### config.mk
export PLATFORM = sky130hd
export DESIGN_NAME = pwr_fail_seq
export DESIGN_NICKNAME = d
export VERILOG_FILES = /design/src/rtl/pwrseq_pkg.sv /design/src/rtl/pwrseq_sync.sv /design/src/rtl/pwrseq_qual.sv /design/src/rtl/pwrseq_fsm.sv /design/src/rtl/pwr_fail_seq.sv
export SDC_FILE = /design/constraint.sdc
export NUM_CORES = 1
export LEC_CHECK = 0
export ABC_AREA = 0
export BUFFER_PORTS_ARGS = -buffer_cell sky130_fd_sc_hd__buf_2
export CORE_MARGIN = 1
export CORE_UTILIZATION = 44
export DETAILED_ROUTE_END_ITERATION = 16
export SYNTH_ARGS = -nofsm -noshare
export SYNTH_HDL_FRONTEND = slang
export SYNTH_SLANG_ARGS = --single-unit
### constraint.sdc
create_clock -name clk -period 5.1 [get_ports clk]
set_clock_uncertainty 0.15 [all_clocks]
set_input_delay 0.255 -clock clk [delete_from_list [all_inputs] [get_ports clk]]
set_output_delay 0.255 -clock clk [all_outputs]
set_load 0.01 [all_outputs]
### src/rtl/pwrseq_pkg.sv
package pwrseq_pkg;

    // Sequencer phases
    typedef enum logic [2:0] {
        PS_OFF    = 3'd0,   // reset held, waiting for power-good
        PS_SETTLE = 3'd1,   // power-good qualified, settling count
        PS_RUN    = 3'd2,   // processor running
        PS_WARN   = 3'd3,   // interrupt raised, reset not yet asserted
        PS_HOLD   = 3'd4    // interrupt and reset both asserted
    } ps_state_e;

    // Drive levels of the two processor lines (active low)
    typedef struct packed {
        logic irq_n;
        logic hold_n;
    } ps_drive_t;

    function automatic int unsigned ps_max(input int unsigned a, input int unsigned b);
        return (a > b) ? a : b;
    endfunction

    function automatic ps_drive_t ps_decode(input ps_state_e s);
        ps_drive_t d;
        case (s)
            PS_RUN:  begin d.irq_n = 1'b1; d.hold_n = 1'b1; end
            PS_WARN: begin d.irq_n = 1'b0; d.hold_n = 1'b1; end
            PS_HOLD: begin d.irq_n = 1'b0; d.hold_n = 1'b0; end
            default: begin d.irq_n = 1'b1; d.hold_n = 1'b0; end
        endcase
        return d;
    endfunction

endpackage

### src/rtl/pwrseq_sync.sv
module pwrseq_sync #(
    parameter int unsigned STAGES = 2
) (
    input  logic clk,
    input  logic rst,
    input  logic d_i,
    output logic q_o
);
    logic [STAGES-1:0] chain_q;

    generate
        if (STAGES == 1) begin : g_single
            always_ff @(posedge clk) begin
                if (rst) chain_q <= '0;
                else     chain_q <= d_i;
            end
        end else begin : g_multi
            always_ff @(posedge clk) begin
                if (rst) chain_q <= '0;
                else     chain_q <= {chain_q[STAGES-2:0], d_i};
            end
        end
    endgenerate

    assign q_o = chain_q[STAGES-1];
endmodule

### src/rtl/pwrseq_qual.sv
// Asymmetric filter: a low level passes at once, a high level
// must persist QUAL_CYC cycles before it is accepted.
module pwrseq_qual #(
    parameter int unsigned QUAL_CYC = 8
) (
    input  logic clk,
    input  logic rst,
    input  logic lvl_i,
    output logic good_o
);
    localparam int unsigned QW = $clog2(QUAL_CYC + 1);
    localparam logic [QW-1:0] QLAST = QW'(QUAL_CYC - 1);

    logic [QW-1:0] run_q;
    logic          ok_q;

    always_ff @(posedge clk) begin
        if (rst) begin
            run_q <= '0;
            ok_q  <= 1'b0;
        end else if (!lvl_i) begin
            run_q <= '0;
            ok_q  <= 1'b0;
        end else if (!ok_q) begin
            if (run_q == QLAST) ok_q  <= 1'b1;
            else                run_q <= run_q + 1'b1;
        end
    end

    assign good_o = lvl_i & ok_q;
endmodule

### src/rtl/pwrseq_fsm.sv
module pwrseq_fsm
    import pwrseq_pkg::*;
#(
    parameter int unsigned WARN_CYC    = 1_000_000,
    parameter int unsigned RESTART_CYC = 26_000_000,
    parameter int unsigned SETTLE_CYC  = 10_000_000
) (
    input  logic      clk,
    input  logic      rst,
    input  logic      good_i,
    output ps_drive_t drv_o
);
    localparam int unsigned CW = $clog2(ps_max(RESTART_CYC, SETTLE_CYC) + 1);
    localparam logic [CW-1:0] WLAST = CW'(WARN_CYC - 1);
    localparam logic [CW-1:0] RLAST = CW'(RESTART_CYC - 1);
    localparam logic [CW-1:0] SLAST = CW'(SETTLE_CYC - 1);

    ps_state_e     st_q, st_nx;
    logic [CW-1:0] cnt_q, cnt_nx;
    ps_drive_t     drv_q;

    always_comb begin
        st_nx  = st_q;
        cnt_nx = cnt_q;
        case (st_q)
            PS_OFF: begin
                cnt_nx = '0;
                if (good_i) st_nx = PS_SETTLE;
            end
            PS_SETTLE: begin
                if (!good_i) begin
                    st_nx  = PS_OFF;
                    cnt_nx = '0;
                end else if (cnt_q == SLAST) begin
                    st_nx  = PS_RUN;
                    cnt_nx = '0;
                end else begin
                    cnt_nx = cnt_q + 1'b1;
                end
            end
            PS_RUN: begin
                cnt_nx = '0;
                if (!good_i) st_nx = PS_WARN;
            end
            PS_WARN: begin
                cnt_nx = cnt_q + 1'b1;
                if (cnt_q == WLAST) st_nx = PS_HOLD;
            end
            PS_HOLD: begin
                if (cnt_q == RLAST) begin
                    st_nx  = good_i ? PS_RUN : PS_OFF;
                    cnt_nx = '0;
                end else begin
                    cnt_nx = cnt_q + 1'b1;
                end
            end
            default: begin
                st_nx  = PS_OFF;
                cnt_nx = '0;
            end
        endcase
    end

    // Outputs registered from the next phase: same timing as the
    // phase register, no decode glitches on the processor lines.
    always_ff @(posedge clk) begin
        if (rst) begin
            st_q  <= PS_OFF;
            cnt_q <= '0;
            drv_q <= ps_decode(PS_OFF);
        end else begin
            st_q  <= st_nx;
            cnt_q <= cnt_nx;
            drv_q <= ps_decode(st_nx);
        end
    end

    assign drv_o = drv_q;
endmodule

### src/rtl/pwr_fail_seq.sv
module pwr_fail_seq
    import pwrseq_pkg::*;
#(
    parameter int unsigned SYNC_STAGES = 2,
    parameter int unsigned QUAL_CYC    = 1_000,
    parameter int unsigned WARN_CYC    = 1_000_000,
    parameter int unsigned RESTART_CYC = 26_000_000,
    parameter int unsigned SETTLE_CYC  = 10_000_000
) (
    input  logic clk,
    input  logic rst,
    input  logic pwr_good_i,
    output logic nmi_no,
    output logic cpu_rst_no
);
    logic      lvl_sync;
    logic      good_q;
    ps_drive_t drv;

    pwrseq_sync #(.STAGES(SYNC_STAGES)) sync_i (
        .clk (clk),
        .rst (rst),
        .d_i (pwr_good_i),
        .q_o (lvl_sync)
    );

    pwrseq_qual #(.QUAL_CYC(QUAL_CYC)) qual_i (
        .clk    (clk),
        .rst    (rst),
        .lvl_i  (lvl_sync),
        .good_o (good_q)
    );

    pwrseq_fsm #(
        .WARN_CYC    (WARN_CYC),
        .RESTART_CYC (RESTART_CYC),
        .SETTLE_CYC  (SETTLE_CYC)
    ) fsm_i (
        .clk    (clk),
        .rst    (rst),
        .good_i (good_q),
        .drv_o  (drv)
    );

    assign nmi_no     = drv.irq_n;
    assign cpu_rst_no = drv.hold_n;
endmodule

==> run metrics, run 1 <==
Syn. warnings=0; worst hold-check path type=input port to flop; Max-Cap Viols=0; largest net degree at the start of global routing=26; H-tree depth=2; Avg Inst Size Synth=8.98 sq um; antenna violations before repair=0; vias in the first global route=1,317; relative slew slack=33.6%; Layout area overhead=8.50%; dominant cell type by area after synthesis=dfxtp_1; FMAX=0.369 GHz; Net Sw Power=117 uW; Clk Latency, worst-skew pair=0.30 ns; sequential-to-total area share from yosys stat=44.0%; worst slew pin tran=0.996 ns; crit start category=flop; Sw Ratio=19.1%; Max Slew Vio Count=0; Routed Antenna Nets=0; FF+latch area=861 sq um; Synth top area share=44.0%; post-CTS setup buffers=0; Yosys reg bits=43; DR pass1 iterations=5; row count=23; Syn Nets=223; Iter 0 DRT Violations=86; CTS tree=built; fin crit share=53.2%; first-pass GRT wire length=5930 um; total CTS buffers=5; Seq pwr share=55.0%; die area=4720 sq um; share of cells above drive strength 1=6.67%; I/O pins=5; WL final=3620 um; dpl hpwl=2620 um; Static Leak=0.000707 uW; initial core utilization=47.3%; multi-input logic area=1050 sq um; placed insts=267; GRT overflow=0; Max FO, Critical Path=25; critical path endpoint category=flop; type of the worst setup path=flop to flop; status=complete, no violations; TNS Setup=0 ns; Final nets=229; cell internal pwr=496 uW; Data required, critical path=5.09 ns; clock sink total=43; vias per inst=5.33; Non-Filler Instances=275; fillers=430; Clock Power Share=44.4%; CTS Hold Bufs=0; Root Driver=clkbuf_8; Ant. Diodes=0; core area=4140 sq um; Final Hold Fails=0; drt wl/cell=13.1 um; RSZ-0062 raised after global routing=false; Mapped Cells=218; Netlist cell types=33; DRC violations left=0; Critical Path AT=2.70 ns; Logic pwr share=0.6%; power per cell area=289 nW/um^2; gr usage total=17.1%; Mapped Area=1960 sq um; via count=1,466; Buffers on Ports=4; minimum clock period=2.71 ns; Area contributors post-synth=dfxtp_1, xor2_1, nor2_1; peak supply drop=0.202 mV; # resized after CTS=0; Die Y=68.7 um; # setup viols final=0; chip width=68.7 um; CTS max path bufs=2; GP Congestion=0.788; clock slew at reported path FFs=0.08 ns
[cell type report]
| cell class | count | area share [%] |
|---|---|---|
| multi-input cells | 166 | 49.4 |
| flip-flops and latches | 43 | 40.5 |
| clock buffers | 6 | 3.89 |
| well taps | 50 | 2.94 |
| clock inverters | 2 | 1.65 |
| repair buffers | 4 | 0.942 |
| inverters | 4 | 0.707 |
[metrics by stage]
stage / worst slack (ns) / util, % / cell area [sq um] / power (uW) / hold slack [ns]
floorplan: 2.92 / - / 1960 / 347 / 0.177
global placement: 2.38 / 48.4 / 2010 / 349 / 0.273
detailed placement: 2.32 / 48.4 / 2010 / 349 / 0.281
CTS: 2.31 / 51.3 / 2120 / 619 / 0.0221
global route: 2.04 / 51.3 / 2120 / 636 / 0.0322
finish: 2.39 / 51.3 / 2120 / 613 / 0.0243
[kinds of logic (layout without fill, tap and decap cells)]
logic type               count (synthesis)  count (layout)  share of synthesized area (%)
AND/OR/NAND/NOR                        118             118                           32.7
flip-flops                              43              43                           44.0
buffers and inverters                    9              16                           2.49
adder cells (fa/ha/maj)                  2               2                           1.28
XOR/XNOR                                31              31                           13.9
multiplexers                             1               1                          0.511
AO/OA/AOI/OAI                           14              14                           5.18
[synth_stat cells, drive strengths merged]
| cell | n |
|---|---|
| or3 | 2 |
| and3b | 1 |
| nor2b | 4 |
| nand4b | 1 |
| and2 | 4 |
| nor3 | 4 |
| o21ai | 4 |
| nand3b | 1 |
| dfxtp | 43 |
| and3 | 6 |
| nor3b | 1 |
| ha | 2 |
| o21a | 1 |
| xor2 | 19 |
| and4 | 5 |
| a31oi | 6 |
| a21oi | 2 |
| nand2b | 1 |
| clkbuf | 3 |
| nor4bb | 3 |
| nor4 | 4 |
| mux2i | 1 |
| inv | 4 |
| nor2 | 43 |
| xnor2 | 12 |
| nand4 | 14 |
| buf | 2 |
| a221oi | 1 |
| nand3 | 10 |
| nand2 | 12 |
| or4b | 2 |
[sequential cells by signal, indices dropped and copies added (netlist names)]
name	count
fsm_i.cnt_q	25
fsm_i.drv_o	2
fsm_i.st_q	3
qual_i.ok_q	1
qual_i.run_q	10
sync_i.chain_q	2
[critical path, cell delays in order, from the launching register on]
cell,delay (ns)
dfxtp_1,0.37
or4b_4,0.56
nor4_4,0.22
a31oi_1,0.23
a221oi_4,0.90
nor2_1,0.12
[worst paths after layout]
kind / start / endpoint / slack [ns] / depth (start not counted)
max: fsm_i.cnt_q[16] / fsm_i.cnt_q[20] / 2.39 / 5
min: pwr_good_i / sync_i.chain_q[0] / 0.02 / 2
max reg2reg: fsm_i.cnt_q[16] / fsm_i.cnt_q[20] / 2.39 / 5
min reg2reg: sync_i.chain_q[0] / sync_i.chain_q[1] / 0.31 / 1
[layout by cell type, fill, tap and decap left out, drive strengths merged, types with 2 or more instances in the layout]
cell	Yosys	routed
ha	2	2
xnor2	12	12
o21ai	4	4
a31oi	6	6
nor2b	4	4
nand3	10	10
dfxtp	43	43
nor2	43	43
buf	2	4
nor4	4	4
nand2	12	12
nor3	4	4
a21oi	2	2
or4b	2	2
and3	6	6
clkbuf	3	6
and4	5	5
and2	4	4
or3	2	2
xor2	19	19
inv	4	4
nor4bb	3	3
nand4	14	14
[power groups by stage]
stage	Combinational, uW	Clock [uW]	Sequential, uW
floorplan	2.40	0	345
global route	4.34	295	337
detailed placement	3.98	0	345
finish	3.96	272	337
CTS	4.01	278	337
global placement	3.95	0	345
[routing by layer]
| layer | part of all wire, % | vias up | global-route usage [%] |
|---|---|---|---|
| met4 | 1.1 | 0 | 6.12 |
| met3 | 4.0 | 4 | 3.95 |
| met2 | 44 | 23 | 27.7 |
| met5 | 0 | - | 0 |
| li1 | - | 772 | - |
| met1 | 51 | 667 | 22.2 |
(Power assumes the default switching activity.)
==> inputs of run 2 (changes only) <==
Clock period 5.1 ns to 2.2 ns, I/O delays scaled along.
==> run 2 against run 1 <==
Effect of this change:
- setup slack got worse by 2.3 ns
- wire length rose by 3.4%
- cell area up 6.4%
- utilization rose by 3.3 points
- clock power up 76%
- via count grew 4.7%
- die area did not move
- largest power group unchanged
- highest routed layer unchanged
==> run metrics, run 2 (synthesis results as in run 1) <==
core area=4140 sq um (unchanged); Worst R2R End=fsm_i.cnt_q[3]; DRC violations left=0 (unchanged); antenna violations before repair=0 (unchanged); RSZ-0062 raised after global routing=true; slack of the worst reg-to-reg path=0.09 ns (-2.30 ns); first-pass GRT wire length=6250 um (+5.3%); die area=4720 sq um (unchanged); post-layout util=54.5% (+3.3 points); Max Slew Vio Count=0 (unchanged); total CTS buffers=5 (unchanged); CTS max path bufs=2 (unchanged); Die Y=68.7 um (unchanged); multi-input logic area=1060 sq um (+1.1%); clock sink total=43 (unchanged); Static Leak=0.000795 uW (+12%); Clock Power Share=37.7% (-6.7 points); peak supply drop=0.386 mV (+91%); Root Driver=clkbuf_8; Total Power=1270 uW (+110%); clock slew at reported path FFs=0.08 ns (about the same); Critical Path AT=2.15 ns (-0.55 ns); I/O pins=5 (unchanged); vias per inst=5.22 (-2.1%); WHS Path Cells=1 (-1); minimum clock period=2.11 ns (-0.601 ns); H-tree depth=2 (unchanged); relative slew slack=66.3% (+33 points); FF+latch area=861 sq um (unchanged); cell internal pwr=1010 uW (+100%); Iter 0 DRT Violations=37 (-57%); via count=1,535 (+4.7%); Hold Startpoint=sync_i.chain_q[0]; Ant. Diodes=0 (unchanged); largest net degree at the start of global routing=26 (unchanged); chip width=68.7 um (unchanged); GRT overflow=0 (unchanged); reg2reg path depth=6 (+1); type of the worst setup path=flop to flop; crit start category=flop; Clk Latency, worst-skew pair=0.30 ns (about the same); setup slack after layout=0.0884 ns (-2.30 ns); critical path endpoint category=flop; # setup viols final=0 (unchanged); Logic pwr share=0.9% (+0.3 points); RR Startpoint=fsm_i.cnt_q[16]; dpl hpwl=2680 um (+2.2%); fillers=398 (-7.4%); Max FO, Critical Path=25 (unchanged); fin crit share=96.0% (+43 points); worst hold-check path type=flop to flop; initial core utilization=47.3% (unchanged); Seq pwr share=61.4% (+6.4 points); Data required, critical path=2.24 ns (-2.85 ns); vias in the first global route=1,424 (+8.1%); GP Congestion=0.788 (about the same); end of the worst hold path=sync_i.chain_q[1]; share of cells above drive strength 1=13.1% (+6.4 points); gr usage total=18.3% (+1.2 points); Sw Ratio=20.8% (+1.7 points); most frequent cells in the layout=nor2_1, dfxtp_1, xor2_1; TNS Setup=0 ns (unchanged); Final Hold Fails=0 (unchanged); WL final=3740 um (+3.4%); status=complete, no violations; Largest Register=fsm_i.cnt_q; max reg flops=25 (unchanged); Net Sw Power=265 uW (+130%); Buffers on Ports=4 (unchanged); Layout area overhead=15.4%; power per cell area=563 nW/um^2 (+95%); FMAX=0.474 GHz (+28%); top flop regs=fsm_i.cnt_q x25, qual_i.run_q x10, fsm_i.st_q x3; DR pass1 iterations=4 (-1); Max-Cap Viols=0 (unchanged); final hold slack=0.317 ns (+0.293 ns); drt wl/cell=12.7 um (-3.3%); Final nets=248 (+8.3%); dpl ws=0.0342 ns (-2.29 ns); Routed Antenna Nets=0 (unchanged); CTS tree=built; worst slew pin tran=0.503 ns (-0.493 ns); row count=23 (unchanged)
## run 2: worst max-delay path, cell delays in order, from the launching register on
cell and delay [ns]:
dfxtp_1 0.32, or4b_4 0.55, nor4_4 0.18, a31oi_2 0.18, a221oi_4 0.35, buf_12 0.21, nor2_1 0.06
## run 2: area by class of cell
class | instances | share of cell area, %
clock buffers | 7 | 3.38
clock inverters | 1 | 0.221
inverters | 4 | 0.664
multi-input cells | 166 | 46.9
flip-flops and latches | 43 | 38.1
well taps | 50 | 2.77
repair buffers | 23 | 7.97
## run 2: worst max path at each step
stage / startpoint / end / slack, ns / depth (start not counted)
2_1_floorplan: fsm_i.cnt_q[16] / fsm_i.cnt_q[20] / 0.02 / 6
3_3_place_gp: fsm_i.cnt_q[1] / fsm_i.cnt_q[13] / 0.06 / 7
3_5_place_dp: fsm_i.cnt_q[1] / fsm_i.cnt_q[5] / 0.03 / 7
4_1_cts: fsm_i.cnt_q[1] / fsm_i.cnt_q[20] / 0.01 / 7
5_1_grt: fsm_i.cnt_q[1] / fsm_i.cnt_q[1] / -0.03 / 7
6_report: fsm_i.cnt_q[16] / fsm_i.cnt_q[3] / 0.09 / 6
## run 2: what timing repair did
action                                  4_1_cts  5_1_grt
setup buffers                                 0        0
resized for setup                             0        2
hold endpoints to repair                      3        0
endpoints found under the setup margin        0       25
hold buffers                                  2        0
## run 2: power by group through the flow
| stage | clock (uW) | combinational, uW | sequential, uW |
|---|---|---|---|
| after global placement | 0 | 8.96 | 800 |
| after global routing | 528 | 13.4 | 782 |
| after CTS | 493 | 12.2 | 782 |
| after floorplan | 0 | 5.56 | 799 |
| final | 480 | 11.9 | 782 |
| after detailed placement | 0 | 9.40 | 800 |
## run 2: routing by layer
metal / global-route usage [%] / wire length [um] / vias to the layer above
met1: 22.7 / 1900 / 705
met2: 29.2 / 1690 / 16
met3: 5.92 / 99 / 6
met5: 0 / 0 / -
met4: 7.65 / 57 / 0
li1: - / - / 808
## run 2: per-stage QoR
stage          instances  instance area [sq um]
6_report             294                   2260
3_3_place_gp         284                   2150
4_1_cts              294                   2250
2_1_floorplan        218                   1960
3_5_place_dp         284                   2150
5_1_grt              294                   2260
==> inputs of run 3 (changes only) <==
Settings changed: CORE_ASPECT_RATIO set to 1.4, HOLD_SLACK_MARGIN set to 0.12, REMOVE_ABC_BUFFERS set to 1.
==> run 3 against run 2 <==
Effect of this change:
- die area barely moved
- worst hold slack got worse by 0.028 ns
- critical path depth up 2
- total power grew 19%
- count of clock-buffer cells in the layout decreased by 1
- maximum frequency down 1.7%
==> run metrics, run 3 (synthesis results as in run 1) <==
status=complete, no violations; share of cells above drive strength 1=12.3% (-0.77 points); initial core utilization=46.2% (-1.1 points); Routed Antenna Nets=0 (unchanged); DRC violations left=0 (unchanged); Critical Path AT=2.19 ns (+0.04 ns); CP peak stage delay=0.37 ns (-0.18 ns); fin area=2310 sq um (+2.4%); Root Driver=clkbuf_8; Final Hold Fails=0 (unchanged); Max FO, Critical Path=25 (unchanged); Max Slew Vio Count=0 (unchanged); peak supply drop=0.341 mV (-12%); power per cell area=657 nW/um^2 (+17%); GP Congestion=0.807 (+2.4%); DR pass1 iterations=4 (unchanged); GRT overflow=0 (unchanged); WL final=4010 um (+7.3%); relative slew slack=66.3% (about the same); RSZ-0062 raised after global routing=true; CTS tree=built; Clk Latency, worst-skew pair=0.30 ns (about the same); fin crit share=97.7% (+1.7 points); die area=4720 sq um (about the same); FMAX=0.465 GHz (-1.7%); I/O pins=5 (unchanged); H-tree depth=2 (unchanged); antenna violations before repair=0 (unchanged); clock slew at reported path FFs=0.09 ns (about the same); Static Leak=0.000811 uW (+2.1%); Final nets=247 (-0.40%); Max-Cap Viols=0 (unchanged); Iter 0 DRT Violations=64 (+73%); Cell Chain, Critical Path=ha_1, nand3_1, nor4_4, buf_4, a31oi_1, a221oi_4, buf_12, nor2_1; top flop regs=fsm_i.cnt_q x25, qual_i.run_q x10, fsm_i.st_q x3; core area=4240 sq um (+2.3%); minimum clock period=2.15 ns (+0.0370 ns); via count=1,550 (+0.98%); crit-path leading delay family=simple AND/OR/NAND/NOR gates; # setup viols final=0 (unchanged); vias in the first global route=1,590 (+12%); clock sink total=43 (unchanged); largest net degree at the start of global routing=26 (unchanged); crit start category=flop; most frequent cells in the layout=nor2_1, dfxtp_1, xor2_1; worst hold-check path type=flop to flop; critical path endpoint category=flop; Data required, critical path=2.24 ns (about the same); slack of the worst reg-to-reg path=0.05 ns (-0.04 ns); fillers=394 (-1.0%); drt wl/cell=13.2 um (+4.1%); worst slew pin tran=0.502 ns (-0.000822 ns); first-pass GRT wire length=6980 um (+12%); max reg flops=25 (unchanged); Largest Register=fsm_i.cnt_q; Layout area overhead=18.1%; vias per inst=5.12 (-2.0%); Buffers on Ports=4 (unchanged); total CTS buffers=5 (unchanged); Worst path slowest cell=dfxtp_1; CTS max path bufs=2 (unchanged); chip width=58.4 um (-15%); gr usage total=19.8% (+1.5 points); row count=28 (+22%); post-CTS setup buffers=0 (unchanged); post-layout util=54.6% (about the same); final hold slack=0.289 ns (-0.0280 ns); Die Y=80.9 um (+18%); type of the worst setup path=flop to flop; Critical path buffers and inverters=2 (+1); Ant. Diodes=0 (unchanged); area post-placement=2140 sq um (-0.12%); dpl hpwl=2790 um (+4.2%)
-- run 3: layout make-up --
class	instances	area, sq um	share of cell area (%)
Multi-Input combinational cell	166	1050	45.6
Inverter	4	15.0	0.649
Tap cell	60	75.1	3.24
Clock buffer	6	72.6	3.14
Sequential cell	43	861	37.2
Clock inverter	2	60.1	2.60
Timing Repair Buffer	22	175	7.57
-- run 3: per-stage QoR --
step,cells,total power [uW],worst slack (ns),setup TNS [ns]
6_report,303,1520,0.0513,0
5_1_grt,303,1580,-0.0794,-1.62
4_1_cts,303,1540,0.0345,0
3_5_place_dp,292,809,0.0695,0
3_3_place_gp,292,809,0.0902,0
2_1_floorplan,213,805,-0.150,-3.71
-- run 3: timing repair --
action                                  CTS  global route
resized for setup                         0             1
hold buffers                              3             0
endpoints found under the hold margin     7             0
endpoints found under the setup margin    0            25
-- run 3: report_power, final --
part / leakage (uW) / switching (uW) / internal, uW
combinational: 0.000399 / 6.29 / 7.06
sequential: 0.000347 / 1.62 / 780
clock: 0.0000654 / 272 / 454
total: 0.000811 / 280 / 1240
-- run 3: final timing paths --
| path | start | to | cells past startpoint |
|---|---|---|---|
| setup / recovery | fsm_i.cnt_q[1] | fsm_i.cnt_q[15] | 8 |
| hold / removal | sync_i.chain_q[0] | sync_i.chain_q[1] | 1 |
| setup reg to reg | fsm_i.cnt_q[1] | fsm_i.cnt_q[15] | 8 |
| hold reg to reg | sync_i.chain_q[0] | sync_i.chain_q[1] | 1 |
-- run 3: routing by layer --
metal	routed length, um	global-route usage (%)
met2	1970	33.8
met3	107	5.89
met4	119	11.9
met1	1810	21.4
met5	0	0
